$ cat src/rtl/brj_pkg.sv
package brj_pkg;
  typedef enum logic [2:0] {
    OP_NONE = 3'd0,
    OP_EQ   = 3'd1,
    OP_NE   = 3'd2,
    OP_LT   = 3'd3,
    OP_GE   = 3'd4,
    OP_LTU  = 3'd5,
    OP_GEU  = 3'd6,
    OP_JREG = 3'd7
  } xferOp_t;

  typedef struct packed {
    logic eq;
    logic ltS;
    logic ltU;
  } cmpFlags_t;

  typedef struct packed {
    logic selJump;
    logic redirect;
    logic raiseMis;
    logic linkWe;
  } xferStrobe_t;
endpackage

$ cat src/rtl/brj_datapath.sv
module brj_datapath
  import brj_pkg::*;
#(
  parameter int XLEN = 64
) (
  input  logic [XLEN-1:0] rs1Val,
  input  logic [XLEN-1:0] rs2Val,
  input  logic [XLEN-1:0] pcIn,
  input  logic [XLEN-1:0] immVal,
  input  logic [2:0]      instLen,
  input  logic            narrowMode,
  input  xferStrobe_t     strb,
  output cmpFlags_t       flags,
  output logic [1:0]      brLow,
  output logic            jrBit1,
  output logic [XLEN-1:0] targetPc,
  output logic [XLEN-1:0] linkVal,
  output logic [XLEN-1:0] excAddr
);
  localparam int NUM_FIT = 5;
  localparam int FIT_A = 0;
  localparam int FIT_B = 1;
  localparam int FIT_BR = 2;
  localparam int FIT_JR = 3;
  localparam int FIT_NX = 4;

  logic [XLEN-1:0] rawV [NUM_FIT];
  logic [XLEN-1:0] fitV [NUM_FIT];
  logic [XLEN-1:0] sumJr;

  assign sumJr = rs1Val + immVal;
  assign rawV[FIT_A]  = rs1Val;
  assign rawV[FIT_B]  = rs2Val;
  assign rawV[FIT_BR] = pcIn + immVal;
  assign rawV[FIT_JR] = {sumJr[XLEN-1:1], 1'b0};
  assign rawV[FIT_NX] = pcIn + XLEN'(instLen);

  for (genvar i = 0; i < NUM_FIT; i++) begin : gFit
    if (XLEN > 32) begin : gWide
      assign fitV[i] = narrowMode ? {{(XLEN-32){rawV[i][31]}}, rawV[i][31:0]} : rawV[i];
    end else begin : gNarrow
      assign fitV[i] = rawV[i];
    end
  end

  always_comb begin
    flags.eq  = (fitV[FIT_A] == fitV[FIT_B]);
    flags.ltS = ($signed(fitV[FIT_A]) < $signed(fitV[FIT_B]));
    flags.ltU = (fitV[FIT_A] < fitV[FIT_B]);
  end

  logic [XLEN-1:0] chosenTgt;
  assign chosenTgt = strb.selJump ? fitV[FIT_JR] : fitV[FIT_BR];
  assign brLow    = fitV[FIT_BR][1:0];
  assign jrBit1   = fitV[FIT_JR][1];
  assign targetPc = strb.redirect ? chosenTgt : fitV[FIT_NX];
  assign excAddr  = strb.raiseMis ? chosenTgt : '0;
  assign linkVal  = fitV[FIT_NX];
endmodule

$ cat src/rtl/brj_control.sv
module brj_control
  import brj_pkg::*;
(
  input  xferOp_t     op,
  input  cmpFlags_t   flags,
  input  logic [1:0]  brLow,
  input  logic        jrBit1,
  input  logic        compressedEn,
  input  logic [4:0]  rdIdx,
  output xferStrobe_t strb
);
  logic condMet;
  logic isBranch;
  logic isJump;
  logic misAl;

  always_comb begin
    condMet  = 1'b0;
    isBranch = 1'b1;
    isJump   = 1'b0;
    unique case (op)
      OP_EQ:   condMet = flags.eq;
      OP_NE:   condMet = !flags.eq;
      OP_LT:   condMet = flags.ltS;
      OP_GE:   condMet = !flags.ltS;
      OP_LTU:  condMet = flags.ltU;
      OP_GEU:  condMet = !flags.ltU;
      OP_JREG: begin
        isBranch = 1'b0;
        isJump   = 1'b1;
        condMet  = 1'b1;
      end
      default: isBranch = 1'b0;
    endcase
  end

  always_comb begin
    misAl = 1'b0;
    if (!compressedEn) begin
      if (isJump)        misAl = jrBit1;
      else if (isBranch) misAl = |brLow;
    end
  end

  always_comb begin
    strb.selJump  = isJump;
    strb.raiseMis = condMet && misAl;
    strb.redirect = condMet && !misAl;
    strb.linkWe   = isJump && !misAl && (rdIdx != 5'd0);
  end
endmodule

$ cat src/rtl/brj_resolver.sv
module brj_resolver
  import brj_pkg::*;
#(
  parameter int XLEN = 64
) (
  input  logic [XLEN-1:0] rs1Val,
  input  logic [XLEN-1:0] rs2Val,
  input  logic [XLEN-1:0] pcIn,
  input  logic [XLEN-1:0] immVal,
  input  logic [2:0]      instLen,
  input  logic [2:0]      xferOp,
  input  logic [4:0]      rdIdx,
  input  logic            narrowMode,
  input  logic            compressedEn,
  output logic            taken,
  output logic [XLEN-1:0] targetPc,
  output logic [XLEN-1:0] linkVal,
  output logic            linkWe,
  output logic            excValid,
  output logic [XLEN-1:0] excAddr
);
  xferStrobe_t strb;
  cmpFlags_t   flags;
  logic [1:0]  brLow;
  logic        jrBit1;

  brj_control u_ctl (
    .op(xferOp_t'(xferOp)), .flags(flags), .brLow(brLow), .jrBit1(jrBit1),
    .compressedEn(compressedEn), .rdIdx(rdIdx), .strb(strb)
  );

  brj_datapath #(.XLEN(XLEN)) u_dp (
    .rs1Val(rs1Val), .rs2Val(rs2Val), .pcIn(pcIn), .immVal(immVal),
    .instLen(instLen), .narrowMode(narrowMode), .strb(strb), .flags(flags),
    .brLow(brLow), .jrBit1(jrBit1), .targetPc(targetPc), .linkVal(linkVal),
    .excAddr(excAddr)
  );

  assign taken    = strb.redirect;
  assign excValid = strb.raiseMis;
  assign linkWe   = strb.linkWe;
endmodule

$ cat config.mk
export PLATFORM = sky130hd
export DESIGN_NAME = brj_resolver
export DESIGN_NICKNAME = d
export VERILOG_FILES = /design/src/rtl/brj_pkg.sv /design/src/rtl/brj_datapath.sv /design/src/rtl/brj_control.sv /design/src/rtl/brj_resolver.sv
export SDC_FILE = /design/constraint.sdc
export NUM_CORES = 1
export LEC_CHECK = 0
export BUFFER_PORTS_ARGS = -buffer_cell sky130_fd_sc_hd__buf_2
export CAP_MARGIN = 15
export CORE_AREA = 2 2 180 182
export DETAILED_ROUTE_END_ITERATION = 10
export DIE_AREA = 0 0 182 184
export PLACE_DENSITY = 0.73
export SYNTH_ARGS = -nofsm -noshare
export SYNTH_HDL_FRONTEND = slang
export SYNTH_SLANG_ARGS = --single-unit
$ cat constraint.sdc
create_clock -name vclk -period 4.1
set_input_delay 0.41 -clock vclk [all_inputs]
set_output_delay 0.41 -clock vclk [all_outputs]
set_load 0.02 [all_outputs]
==> qor.yml, run 1 <==
outcome: "finished with violations"
violations: "setup timing"
power_density_nw_per_um2: 210
slowest_stage: "or4_4"
syn_inst: 2122
final_core_util: 0.689
die_x_um: 182
hold_violations: 0
routed_via_density: 6.21
chipHeight_um: 184
place.port_buffers: 464
track_usage: 0.415
cp_cell_sequence: "buf_12, buf_12, nand2_8, buf_12, o21ai_0, ha_1, nand4_1, or4_4, o32a_1, a22oi_2, nor3b_4, and2_4, or3_4, buf_12, buf_12, o2bb2ai_4, buf_6"
firstDrtPassIters: 6
drv_cap: 0
avgSynthCellArea_um2: 6.39
slowest_delay_ns: 0.60
crit_required_ns: 3.69
relSlewSlack: 0.480
dr.first_iter.drc_count: 2271
crit_fanout: 12
max_freq_mhz: 226
start_util: 0.432
seq_area_um2: 0
crit_buf_inv: 6
setup_viol: 128
yosysWarnings: 0
crit_top_cell: "buf_12"
synth_top_area_frac: 0.180
end_kind: "output pin"
place_area_um2: 19400
crit_path_start_kind: "primary input"
finalNonFillerCells: 3296
antenna_found_initial: 5
grt_max_degree: 34
critical_path.top_delay_family: "simple AND/OR/NAND/NOR gates"
critPathKind: "primary input to output pin"
post_drt_wl_per_cell_um: 22.8
layout-drive-gt1-share: 0.370
tightestPinTransition_ns: 0.772
startpoint: "narrowMode"
hold_start: "pcIn[27]"
period_share: 1.08
rows: 65
ioPinCount: 464
syn-num-nets: 2589
seq_cell_count: 0
grt_pass1_vias: 19187
period_minus_slack_ns: 4.43
drv_slew: 0
routabilityCongestion: 1.04
area_growth_pct: 59.4
setup_tns_ns: -22.96
fillCellCount: 2690
synth_top_cell_by_area: "ha_1"
final_antenna_net_count: 0
arrival_ns: 4.02
mappedNetlistArea_um2: 13600
grt_pass1_wl_um: 109000
synth_seq_area_share: 0
layout_setup_ws_ns: -0.334
num_vias: 20454
drc: 0
rsz0062_at_grt: "yes"
hold_path.class: "primary input to output pin"
yosys-top-cells-area: "ha_1 18%, a21oi_1 9.4%, xnor2_1 6.9%"
dpl.hpwl_um: 60500
die-area_um2: 33500
final_area_um2: 21600
peakVddDrop_mv: 0.119
routed_wl_um: 75200
leakagePower_nw: 10.4
final_nets: 3359
synth_cell_type_count: 84
pre_cts_ws_ns: -0.399
grt_overflow: 0
core_area_um2: 31400
dp.cells: 3239
clkbuf_count: 0
## through the flow
stage	hold slack, ns	power [mW]
floorplan	0.959	2.22
global placement	1.19	3.69
detailed placement	1.19	3.73
CTS	1.19	4.18
global route	1.22	4.76
finish	1.20	4.54
## tightest hold or removal path, stage by stage
cell and delay [ns]:
buf_2 0.12, xor2_1 0.10, buf_2 0.16
## timing repair
item                       CTS  global route
setup buffers               29            17
hold buffers                 0             0
gates resized for setup    231           200
setup endpoints to repair  129           132
pin swaps                   38            45
cloned                      10             4
## cells by family after synthesis
| kind of cell | Yosys count | share of synthesized area |
|---|---|---|
| xor+xnor | 165 | 0.107 |
| buf+inv | 271 | 0.0793 |
| fa+ha+maj | 198 | 0.184 |
| mux | 52 | 0.0390 |
| compound gates | 732 | 0.338 |
| simple gates | 704 | 0.253 |
## cells in the mapped netlist (5+ instances only)
cell,count
nand2b_1,14
o21ai_0,158
mux2i_1,45
o211ai_1,15
and2_1,21
and3_1,30
o2bb2ai_1,8
a221oi_1,9
buf_6,5
o21bai_1,33
a22oi_1,5
o21ai_1,10
nor4_1,12
buf_2,11
nand2_1,203
nor2b_1,13
a211o_1,7
nor2_1,175
o21a_1,26
or2_2,9
buf_1,6
nand4_1,66
a21boi_0,24
or3_1,15
and4_1,11
ha_1,195
a21oi_1,256
a21boi_1,5
inv_1,163
xor2_1,58
or4_1,8
o221ai_1,8
a211oi_1,17
mux2_2,6
o22ai_1,8
o41ai_1,5
xnor2_1,107
a21o_1,50
a221o_1,5
o31ai_1,21
nand3_1,53
a31oi_1,22
clkbuf_1,83
nor3_1,52
## worst paths after layout
kind	to	cells past startpoint
max	targetPc[34]	17
min	linkVal[27]	3
## routing by layer
| layer | up-vias | share of wire | global-route usage |
|---|---|---|---|
| li1 | 9319 | - | - |
| met1 | 9555 | 0.40 | 0.555 |
| met2 | 1322 | 0.44 | 0.669 |
| met3 | 256 | 0.11 | 0.0806 |
| met4 | 2 | 0.043 | 0.140 |
| met5 | - | 0.00016 | 0 |
## power by group
part	total [mW]	leakage, nW	switching (mW)	internal [mW]
logic	4.54	10.4	2.54	2.00
clock network	0.000000109	0.0000254	0	0.000000109
registers	0	0	0	0
total	4.54	10.4	2.54	2.00
## cell usage in the layout (no fill, tap or decap), drive strengths merged, types with 33 or more instances in the layout
cell type	n
a21o	50
a21oi	258
buf	872
ha	195
inv	162
mux2i	45
nand2	204
nand3	53
nand4	66
nor2	176
nor3	55
o21ai	169
o21bai	33
xnor2	107
xor2	58
## final cells by class
cell class	count	area [µm²]	area share
inverter	164	637	0.0294
multi-input combinational	1851	13800	0.640
timing repair buffer	875	6640	0.307
antenna	4	10.0	0.000463
tap	402	503	0.0233
(Power assumes the default switching activity.)
==> run 2: changes to the inputs <==
Settings changed: MAX_ROUTING_LAYER from default to met4.
==> run 2 against run 1 <==
Effect of this change: hold slack got worse by 0.0088 ns; critical endpoint is now targetPc[3]; clock-buffer cell count did not move; setup slack improved by 0.024 ns; the flow still finishes with violations (setup timing); critical path depth rose by 4; cell count rose by 0.39%; die area did not move; via count barely moved; largest power group unchanged; power fell by 2.0%; combinational power fell by 2%; critical path type unchanged; global-route usage rose by 1.7 points; non-clock buffer count rose by 13.
==> qor.yml, run 2 (synthesized netlist as in run 1, its figures left out) <==
rows: 65
dr.first_iter.drc_count: 1867
firstDrtPassIters: 5
final_antenna_net_count: 0
seq_area_um2: 0
routabilityCongestion: 1.04
arrival_ns: 4.00
grt_overflow: 0
power_density_nw_per_um2: 207
finalNonFillerCells: 3309
core_area_um2: 31400
dpl.hpwl_um: 62500
post_drt_wl_per_cell_um: 22.8
period_minus_slack_ns: 4.41
die-area_um2: 33500
total_power_mw: 4.45
drv_cap: 0
ioPinCount: 464
grt_max_degree: 34
setup_viol: 127
peakVddDrop_mv: 0.116
final_common_cell: "buf_4"
max_freq_mhz: 227
grt_pass1_wl_um: 110000
track_usage: 0.432
fillCellCount: 2731
end_kind: "output pin"
place_area_um2: 19700
tightestPinTransition_ns: 0.664
layout-drive-gt1-share: 0.376
violations: "setup timing"
hold_depth: 3
leakagePower_nw: 10.3
layout_setup_ws_ns: -0.309
hold_violations: 0
dp.cells: 3280
hold_start: "instLen[0]"
relSlewSlack: 0.557
period_share: 1.08
pre_cts_ws_ns: -0.520
multiInputGateArea_um2: 13900
routed_via_density: 6.18
setup_tns_ns: -19.58
crit_required_ns: 3.69
routed_wl_um: 75400
crit_path_start_kind: "primary input"
chipHeight_um: 184
outcome: "finished with violations"
final_area_um2: 21500
final_nets: 3373
crit_fanout: 15
seq_cell_count: 0
start_util: 0.432
grt_pass1_vias: 19376
die_x_um: 182
layout_common_cells: "418 x buf_4, 368 x buf_2, 239 x a21oi_1, 199 x nand2_1, 189 x ha_1"
critPathKind: "primary input to output pin"
rsz0062_at_grt: "yes"
hold_end: "linkVal[0]"
hold_path.class: "primary input to output pin"
antenna_found_initial: 3
place.port_buffers: 464
num_vias: 20453
clkbuf_count: 0
drc: 0
drv_slew: 0
area_growth_pct: 58.2
[run 2: changes by cell type in the layout (fill, tap and decap cells not counted), sizes merged]
cell / change
diode: -1
clkinv: -1
inv: +1
bufbuf: +1
buf: +13
clkbuf: -1
nand2: +1
[run 2: how the worst max path moves through the flow]
stage | end | start | cells after the start | slack [ns]
finish | targetPc[3] | narrowMode | 21 | -0.31
global route | targetPc[3] | narrowMode | 21 | -0.44
CTS | targetPc[58] | narrowMode | 20 | -0.21
detailed placement | targetPc[13] | narrowMode | 21 | -0.52
global placement | targetPc[48] | rs1Val[11] | 16 | -0.34
floorplan | targetPc[12] | narrowMode | 18 | 0.01
[run 2: per-layer routing]
layer,vias to the layer above,global-route usage,part of all wire
met5,-,-,0
li1,9331,-,-
met2,1211,0.680,0.44
met3,204,0.0628,0.092
met1,9707,0.565,0.42
met4,0,0.151,0.043
[run 2: layout make-up]
type,count,share of cell area
Tap cell,402,0.0234
Antenna cell,3,0.000350
Timing Repair Buffer,888,0.301
Multi-Input combinational cell,1852,0.646
Inverter,164,0.0293
[run 2: metrics by stage]
step                      hold WS [ns]   util
after floorplan                  0.959      -
after global placement            1.18  0.627
after detailed placement          1.19  0.627
after CTS                         1.19  0.658
after global routing              1.22  0.684
final                             1.19  0.684
[run 2: power breakdown]
group          switching, mW  leakage, nW  internal [mW]    total [mW]
clock                      0    0.0000190   0.0000000665  0.0000000666
combinational           2.49         10.3           1.95          4.45
sequential                 0            0              0             0
[run 2: timing repair]
| item | in CTS | in global routing |
|---|---|---|
| pin swaps | 27 | 30 |
| endpoints found under the hold margin | 0 | 0 |
| endpoints found under the setup margin | 130 | 130 |
| hold buffers | 0 | 0 |
| resized for setup | 204 | 156 |
| gates cloned | 5 | 3 |
| buffers inserted | 10 | 13 |
[run 2: critical path: stages]
cell and delay (ns):
buf_16 0.13, inv_8 0.06, nor2_4 0.14, buf_8 0.18, a21oi_1 0.06, ha_1 0.30, nand4_1 0.14, or4_4 0.61
nor2_4 0.18, nand3_2 0.07, o32a_1 0.24, nand3_1 0.14, nor3b_4 0.22, nand2_2 0.12, nand2b_4 0.14, inv_4 0.06
buf_12 0.15, buf_8 0.13, buf_12 0.12, mux2i_2 0.19, buf_4 0.18
==> run 3: changes to the inputs <==
Settings changed: BUFFER_PORTS_ARGS -buffer_cell sky130_fd_sc_hd__buf_2 to default, CORE_AREA 2 2 180 182 to 2 2 181 183, DIE_AREA 0 0 182 184 to 0 0 183 185, DONT_BUFFER_PORTS from default to 1, PLACE_DENSITY 0.73 to default.
Clock period 4.1 ns to 4.66 ns, I/O delays scaled along.
==> run 3 against run 2 <==
Effect of this change: the run now ends clean; core utilization shrank 20 points; design area down 28%; clock-buffer cell count is the same; combinational power fell by 40%; die area increased by 1.1%; setup slack better by 0.45 ns.
==> qor.yml, run 3 (synthesized netlist as in run 1, its figures left out) <==
layout-drive-gt1-share: 0.115
place.port_buffers: 0
cp_cell_sequence: "ha_1, nand2_1, nor3_1, o211ai_1, a2111oi_1, o31ai_1, buf_4, a22oi_1, a21boi_0, xnor2_1, o21ai_0, nor3_1, buf_4"
final_area_um2: 15400
leakagePower_nw: 6.99
crit_buf_inv: 2
crit_required_ns: 4.19
hold_violations: 0
seq_cell_count: 0
switching_share: 0.628
period_minus_slack_ns: 4.52
num_vias: 16847
final_antenna_net_count: 0
grt_max_degree: 57
peakVddDrop_mv: 0.100
post_drt_wl_per_cell_um: 25.5
seq_area_um2: 0
p_sw_mw: 1.68
place_area_um2: 15300
end_kind: "output pin"
fillCellCount: 3474
p_clk_frac: 0
p_seq_frac: 0
dpl.hpwl_um: 58400
critPathKind: "primary input to output pin"
die-area_um2: 33900
clkbuf_count: 0
crit_path_start_kind: "primary input"
dr.first_iter.drc_count: 1517
routabilityCongestion: 1.05
period_share: 0.970
tightestPinTransition_ns: 1.18
chipHeight_um: 185
total_power_mw: 2.67
comb_power_share: 1.000
drc: 0
multiInputGateArea_um2: 12500
gr-usage-met3: 0.0902
firstDrtPassIters: 6
routed_via_density: 6.38
met1_usage: 0.400
core_area_um2: 32000
setup_tns_ns: 0
layout_common_cells: "256 x a21oi_1, 204 x buf_4, 202 x nand2_1, 195 x ha_1, 174 x nor2_1"
ioPinCount: 464
arrival_ns: 4.05
grt_overflow: 0
finalNonFillerCells: 2641
final_core_util: 0.479
drv_slew: 0
outcome: "completed"
routed_wl_um: 67300
max_freq_mhz: 221
met2_usage: 0.646
hold_path.class: "primary input to output pin"
power_density_nw_per_um2: 174
track_usage: 0.382
critical_path.top_delay_family: "compound AO/OA/AOI/OAI gates"
dp.cells: 2636
hold_depth: 1
setup_viol: 0
intPower_mw: 0.994
grt_pass1_vias: 15952
rows: 66
postCtsSetupBuffers: 0
drv_cap: 0
hold_start: "pcIn[27]"
slowest_stage: "a2111oi_1"
final_nets: 2697
start_util: 0.424
hold_end: "linkVal[27]"
antenna_found_initial: 2
die_x_um: 183
final_common_cell: "a21oi_1"
grt.busiest_layer: "met2"
rsz0062_at_grt: "no"
relSlewSlack: 0.204
grt_pass1_wl_um: 95900
crit_fanout: 6
slowest_delay_ns: 0.55
area_growth_pct: 13.1
==> run 3: cell count changes in the layout (fill, tap and decap cells not counted), moves of 13 or more <==
cell     change
buf_4      -214
buf_6       -66
mux2i_1     +37
a21oi_1     +17
a21oi_2     -17
mux2i_4     -28
o21ai_1     -13
buf_2      -367
buf_12      -15
o21ai_0     +17
nor3_1      +15
==> run 3: stage by stage <==
step / hold WS [ns] / setup slack (ns)
after global routing: 1.10 / 0.0360
final: 1.09 / 0.140
after detailed placement: 1.09 / 0.0175
after CTS: 1.09 / 0.000834
after floorplan: 1.07 / 0.0245
after global placement: 1.08 / 0.121
==> run 3: power groups by stage <==
stage	sequential [mW]	clock (mW)	combinational, mW
2_1_floorplan	0	0	1.75
3_3_place_gp	0	0	2.59
3_5_place_dp	0	0	2.60
4_1_cts	0	0	2.61
5_1_grt	0	0.0000000579	2.85
6_report	0	0.000000149	2.67
==> run 3: worst max-delay path by stage <==
stage | from | to | slack (ns) | cells past startpoint
2_1_floorplan | narrowMode | targetPc[42] | 0.02 | 20
3_3_place_gp | narrowMode | targetPc[58] | 0.12 | 16
3_5_place_dp | narrowMode | targetPc[58] | 0.02 | 16
4_1_cts | narrowMode | targetPc[58] | 0.0008 | 16
5_1_grt | pcIn[21] | targetPc[54] | 0.04 | 12
6_report | rs1Val[7] | excAddr[52] | 0.14 | 13
==> run 3: layout make-up <==
type | instances | area share
diodes | 5 | 0.000815
multi-input cells | 1851 | 0.816
well taps | 408 | 0.0333
repair buffers | 213 | 0.109
inverters | 164 | 0.0401
==> run 3: timing repair <==
item	CTS	global route
endpoints found under the setup margin	0	46
resized for setup	0	9
hold buffers	0	0
==> run 3: layer usage <==
| layer | share of wire | up-vias | wire [µm] |
|---|---|---|---|
| met2 | 0.47 | 884 | 31500 |
| met5 | 0 | - | 0 |
| met3 | 0.092 | 199 | 6200 |
| met4 | 0.076 | 0 | 5110 |
| met1 | 0.36 | 7787 | 24500 |
| li1 | - | 7977 | - |
